File: src/rtl/zcache.sv
module zcache #(
  parameter int ADDR_W     = 32,
  parameter int LINES      = 8,
  parameter int WORD_W     = 32,
  parameter int LINE_BYTES = 32,
  localparam int LINE_W    = LINE_BYTES * 8
) (
  input  logic              clk,
  input  logic              rst_n,
  input  logic              req_valid,
  output logic              req_ready,
  input  logic [1:0]        req_op,
  input  logic              req_ra_zero,
  input  logic [ADDR_W-1:0] req_ra,
  input  logic [ADDR_W-1:0] req_rb,
  input  logic [WORD_W-1:0] req_wdata,
  output logic              resp_valid,
  output logic [WORD_W-1:0] resp_rdata,
  output logic              mem_req,
  output logic              mem_we,
  output logic [ADDR_W-1:0] mem_addr,
  output logic [LINE_W-1:0] mem_wdata,
  input  logic [LINE_W-1:0] mem_rdata,
  input  logic              mem_ack
);
  localparam int OFF_W = $clog2(LINE_BYTES);
  localparam int IDX_W = $clog2(LINES);
  localparam int TAG_W = ADDR_W - OFF_W - IDX_W;
  localparam int BSH   = $clog2(WORD_W / 8);
  localparam int WS_W  = OFF_W - BSH;

  localparam logic [1:0] OP_STORE = 2'd1;
  localparam logic [1:0] OP_ZERO  = 2'd2;

  typedef enum logic [1:0] {S_IDLE, S_CHK, S_WB, S_FILL} st_t;
  st_t st;

  logic [ADDR_W-BSH-1:0] ea_q;
  logic [1:0]            op_q;
  logic [WORD_W-1:0]     wd_q;
  logic [LINE_W-1:0]     data_q [LINES];
  logic [TAG_W-1:0]      tag_q  [LINES];
  logic [LINES-1:0]      vld_q, dty_q;

  logic [ADDR_W-1:0] ea_n;
  logic              unused_low;
  assign ea_n       = req_ra_zero ? req_rb : req_ra + req_rb;
  assign unused_low = ^ea_n[BSH-1:0];

  logic [IDX_W-1:0] idx;
  logic [TAG_W-1:0] tag;
  logic [WS_W-1:0]  wsel;
  assign wsel = ea_q[WS_W-1:0];
  assign idx  = ea_q[WS_W +: IDX_W];
  assign tag  = ea_q[ADDR_W-BSH-1 -: TAG_W];

  logic hit, vic_dirty, is_zero, is_store;
  assign hit       = vld_q[idx] && (tag_q[idx] == tag);
  assign vic_dirty = vld_q[idx] && dty_q[idx];
  assign is_zero   = (op_q == OP_ZERO);
  assign is_store  = (op_q == OP_STORE);

  logic [LINE_W-1:0] line_cur, line_st;
  always_comb begin
    line_cur = data_q[idx];
    line_st  = line_cur;
    line_st[int'(wsel)*WORD_W +: WORD_W] = wd_q;
  end

  logic zero_alloc, fill_done;
  assign zero_alloc = (st == S_CHK) && is_zero && !hit && !vic_dirty;
  assign fill_done  = (st == S_FILL) && mem_ack;

  assign req_ready = (st == S_IDLE);
  assign mem_req   = (st == S_WB) || (st == S_FILL);
  assign mem_we    = (st == S_WB);
  assign mem_addr  = (st == S_WB) ? {tag_q[idx], idx, {OFF_W{1'b0}}}
                                  : {tag, idx, {OFF_W{1'b0}}};
  assign mem_wdata = line_cur;

  always_ff @(posedge clk) begin
    if (!rst_n) begin
      st         <= S_IDLE;
      vld_q      <= '0;
      dty_q      <= '0;
      resp_valid <= 1'b0;
      resp_rdata <= '0;
      ea_q       <= '0;
      op_q       <= '0;
      wd_q       <= '0;
    end else begin
      resp_valid <= 1'b0;
      case (st)
        S_IDLE: if (req_valid) begin
          ea_q <= ea_n[ADDR_W-1:BSH];
          op_q <= req_op;
          wd_q <= req_wdata;
          st   <= S_CHK;
        end
        S_CHK: begin
          if (hit) begin
            if (is_zero || is_store) dty_q[idx] <= 1'b1;
            resp_rdata <= (is_zero || is_store) ? '0
                        : line_cur[int'(wsel)*WORD_W +: WORD_W];
            resp_valid <= 1'b1;
            st         <= S_IDLE;
          end else if (vic_dirty) begin
            st <= S_WB;
          end else if (is_zero) begin
            vld_q[idx] <= 1'b1;
            dty_q[idx] <= 1'b1;
            resp_rdata <= '0;
            resp_valid <= 1'b1;
            st         <= S_IDLE;
          end else begin
            st <= S_FILL;
          end
        end
        S_WB: if (mem_ack) begin
          vld_q[idx] <= 1'b0;
          dty_q[idx] <= 1'b0;
          st         <= S_CHK;
        end
        S_FILL: if (mem_ack) begin
          vld_q[idx] <= 1'b1;
          dty_q[idx] <= 1'b0;
          st         <= S_CHK;
        end
        default: st <= S_IDLE;
      endcase
    end
  end

  always_ff @(posedge clk) begin
    if ((st == S_CHK) && is_zero && (hit || !vic_dirty))
      data_q[idx] <= '0;
    else if ((st == S_CHK) && hit && is_store)
      data_q[idx] <= line_st;
    else if (fill_done)
      data_q[idx] <= mem_rdata;
    if (zero_alloc || fill_done)
      tag_q[idx] <= tag;
  end
endmodule

File: config.mk
export PLATFORM = sky130hd
export DESIGN_NAME = zcache
export DESIGN_NICKNAME = d
export VERILOG_FILES = /design/src/rtl/zcache.sv
export SDC_FILE = /design/constraint.sdc
export NUM_CORES = 2
export LEC_CHECK = 0
export BUFFER_PORTS_ARGS = -buffer_cell sky130_fd_sc_hd__buf_2
export CORE_UTILIZATION = 45
export CTS_CLUSTER_SIZE = 14
export DETAILED_ROUTE_END_ITERATION = 10
export SYNTH_ARGS = -nofsm -noshare
export SYNTH_HDL_FRONTEND = slang
export SYNTH_SLANG_ARGS = --single-unit
File: constraint.sdc
create_clock -name clk -period 19 [get_ports clk]
set_clock_uncertainty 0.1 [all_clocks]
set_input_delay 0.95 -clock clk [delete_from_list [all_inputs] [get_ports clk]]
set_output_delay 0.95 -clock clk [all_outputs]
set_load 0.01 [all_outputs]
==> impl_metrics.ini <==
[outcome]
outcome = complete, no violations

[power_and_ir_drop]
swShare = 0.2506
pwr-share-comb = 0.118
switching_power_w = 0.002918
p_int_w = 0.008726
pwr-share-clk = 0.389
p_leak_nw = 40.84
ir_worst_vdd_mv = 0.1095
power_frac_seq = 0.493
cellPowerDensity_nw_per_um2 = 103.6

[sta]
max_freq_mhz = 116.0
tightest_slew_ns = 1.271
finalCritPeriodShare = 0.4537
setup_tns_ns = 0
period_minus_slack_ns = 8.620
drv_slew = 0
slew-limit-headroom = 0.1524
rsz0062_at_grt = false
setup_viol_count_final = 0
hold_viol = 0

[clock_tree]
cts_tree = built
clk_pin_slew_ns = 0.06
cts.sinks = 2358
cts_buffers = 235
root_buffer = clkbuf_16
post_cts_resized = 0
htreeDepth = 4
cts_setup_buffers = 0
holdBufCountCts = 0
cts_buffer_depth = 3
clk_latency_ns = 0.88

[critical_path]
crit_required_ns = 19.39
startpoint_type = flip-flop
crit_type = reg2reg
slowest_stage = dfxtp_4
crit_buf_inv = 6
path_cells = buf_4, mux4_2, mux2i_1, xnor2_1, a2111oi_2, nand4_1, nor4_4, o21ai_0, a21oi_1, nor2_1, buf_4, nor2_4, buf_4, buf_4, buf_4, buf_4
max_stage_delay_ns = 0.95
cp-end-kind = flip-flop
cp_max_fo = 54
critPathTopFamily = buffers and inverters
crit_top_cell = buf_4
arrival_ns = 9.01

[layout]
finalInstanceArea_um2 = 112400
area_delta_synth_final_pct = 14.14
drive_gt1_frac = 0.3319
final_nets = 6479
final_util = 0.5174

[die]
core_um2 = 217200
design.portCount = 683
chipWidth_um = 469.7
fp.dieH_um = 469.7
die_area_um2 = 220600
num_rows = 171
start_util = 0.4533

[logic_synthesis]
syn_inst = 5428
netlist_area_um2 = 98440
ys_seq_elements = 2358
ys_seq_area_frac = 0.7073
synth_top_area_frac = 0.6833
synth_flop_cell = edfxtp_1
synth_warnings = 0
avgSynthCellArea_um2 = 18.14
synth.distinct_cells = 69
synthTopCellsByArea = edfxtp_1 (68%), mux4_2 (14%), mux2_2 (2.6%)
yosys.area.top_type = edfxtp_1
async_flop_share = 0
synth_edf_count = 2240

[routing]
drc = 0
routed_wl_um = 342500
drt-vias-per-instance = 6.285
wire_per_inst_um = 37.40
drtPass1Iterations = 7
drt-initial-drc-count = 7256
num_vias = 57550
antenna_left = 0

[global_routing]
grt_overflow = 0
antenna_found_initial = 39
grt_pass1_wl_um = 465900
track_usage = 0.3072
grt_pass1_vias = 55530
grt_max_degree = 150

[placed_design]
dp_hpwl_um = 227000
placedInstanceArea_um2 = 104900
numPortBuffers = 677
gp_congestion = 0.8991

[worst_hold_path]
hold_class = in2reg

[run]
drv_cap = 0
## cell usage after synthesis (all sizes together), types with 20 or more instances
library cell  number
edfxtp          2240
mux4             608
nand2            495
o21ai            450
clkbuf           235
mux2             223
a21oi            173
mux2i            155
buf              124
nor2             122
dfxtp            118
inv               50
a22oi             42
nand2b            42
nor2b             37
nor3              37
ha                34
a32oi             31
xnor2             27
o211ai            20
## tightest hold or removal path, delay by kind of cell
kind,cells,cell delay (ns)
compound gates,1,0.05
buf+inv,1,0.10
simple gates,1,0.05
## registers in the layout, summed over array words and instances (netlist names), named ones only
name and cells:
resp_rdata 32, resp_valid 1, op_q 2, data_q 2048
wd_q 32, tag_q 192, ea_q 30, st 2
## cell type report
class	count	area [µm²]
fillers	17530	104800
flip-flops and latches	2358	69640
multi-input cells	2664	27190
clock buffers	320	6405
repair buffers	776	4294
well taps	2854	3571
clock inverters	116	1015
inverters	51	192.7
diodes	18	45.04
## power groups by stage
| stage | combinational (W) | clock [W] | sequential [W] |
|---|---|---|---|
| 6_report | 0.00137 | 0.00453 | 0.00574 |
| 5_1_grt | 0.00141 | 0.00476 | 0.00574 |
| 4_1_cts | 0.00137 | 0.00457 | 0.00574 |
| 3_5_place_dp | 0.00137 | 0 | 0.00585 |
| 3_3_place_gp | 0.00137 | 0 | 0.00584 |
| 2_1_floorplan | 0.000787 | 0 | 0.00582 |
## final timing paths
kind                               start                          end  slack (ns)  cells after the start
min reg2reg  resp_rdata[10]$_SDFFE_PN0P_  resp_rdata[10]$_SDFFE_PN0P_        0.35                      2
max                            flip-flop      data_q[6][49]$_DFFE_PP_       10.38                     16
max reg2reg                    flip-flop      data_q[6][49]$_DFFE_PP_       10.38                     16
min                        req_wdata[16]        wd_q[16]$_SDFFE_PN0P_        0.22                      3
## placed cells by master (no fill, tap or decap), types with 38 or more instances in the layout
master / netlist / final
inv_1: 48 / 47
o21ai_2: 110 / 110
nand2b_1: 42 / 41
o21ai_0: 210 / 210
clkinv_1: 1 / 49
mux2_2: 223 / 223
a21oi_1: 172 / 171
clkbuf_1: 235 / 69
nor2_1: 120 / 103
nand2_1: 495 / 493
buf_4: 13 / 86
dfxtp_1: 118 / 113
edfxtp_1: 2240 / 2240
a22oi_1: 41 / 41
o21ai_1: 130 / 130
clkinv_2: 0 / 38
mux4_2: 608 / 608
buf_2: 6 / 677
mux2i_1: 153 / 153
clkbuf_16: 0 / 239
## per-stage QoR
stage               hold slack, ns  power, W  std cells  setup WS, ns
floorplan                   0.3530  0.006608       5432         4.598
global placement            0.3324  0.007211       8703         10.20
detailed placement          0.3396  0.007214       8703         10.38
CTS                         0.1710   0.01168       9139         10.35
global route                0.2196   0.01192       9146         10.00
finish                      0.2170   0.01164       9157         10.38
## kinds of logic (layout without fill, tap and decap cells)
| family | count (synthesis) | in the layout | share of synthesized area |
|---|---|---|---|
| adder cells (fa/ha/maj) | 34 | 34 | 0.004321 |
| other | 1 | 23 | 0.00003809 |
| flip-flops | 2358 | 2358 | 0.7073 |
| XOR/XNOR | 45 | 45 | 0.004004 |
| multiplexers | 986 | 986 | 0.1806 |
| AND/OR/NAND/NOR | 800 | 800 | 0.03523 |
| buffers and inverters | 410 | 1263 | 0.01877 |
| AO/OA/AOI/OAI | 794 | 794 | 0.04975 |
## routing by layer
layer | vias to the layer above | part of all wire | global-route usage
li1 | 23200 | - | -
met1 | 30620 | 0.37 | 0.3992
met2 | 3167 | 0.46 | 0.4699
met3 | 559 | 0.091 | 0.06320
met4 | 8 | 0.076 | 0.2030
met5 | - | 0.00018 | 0
Power figures use the tool's default switching activity.
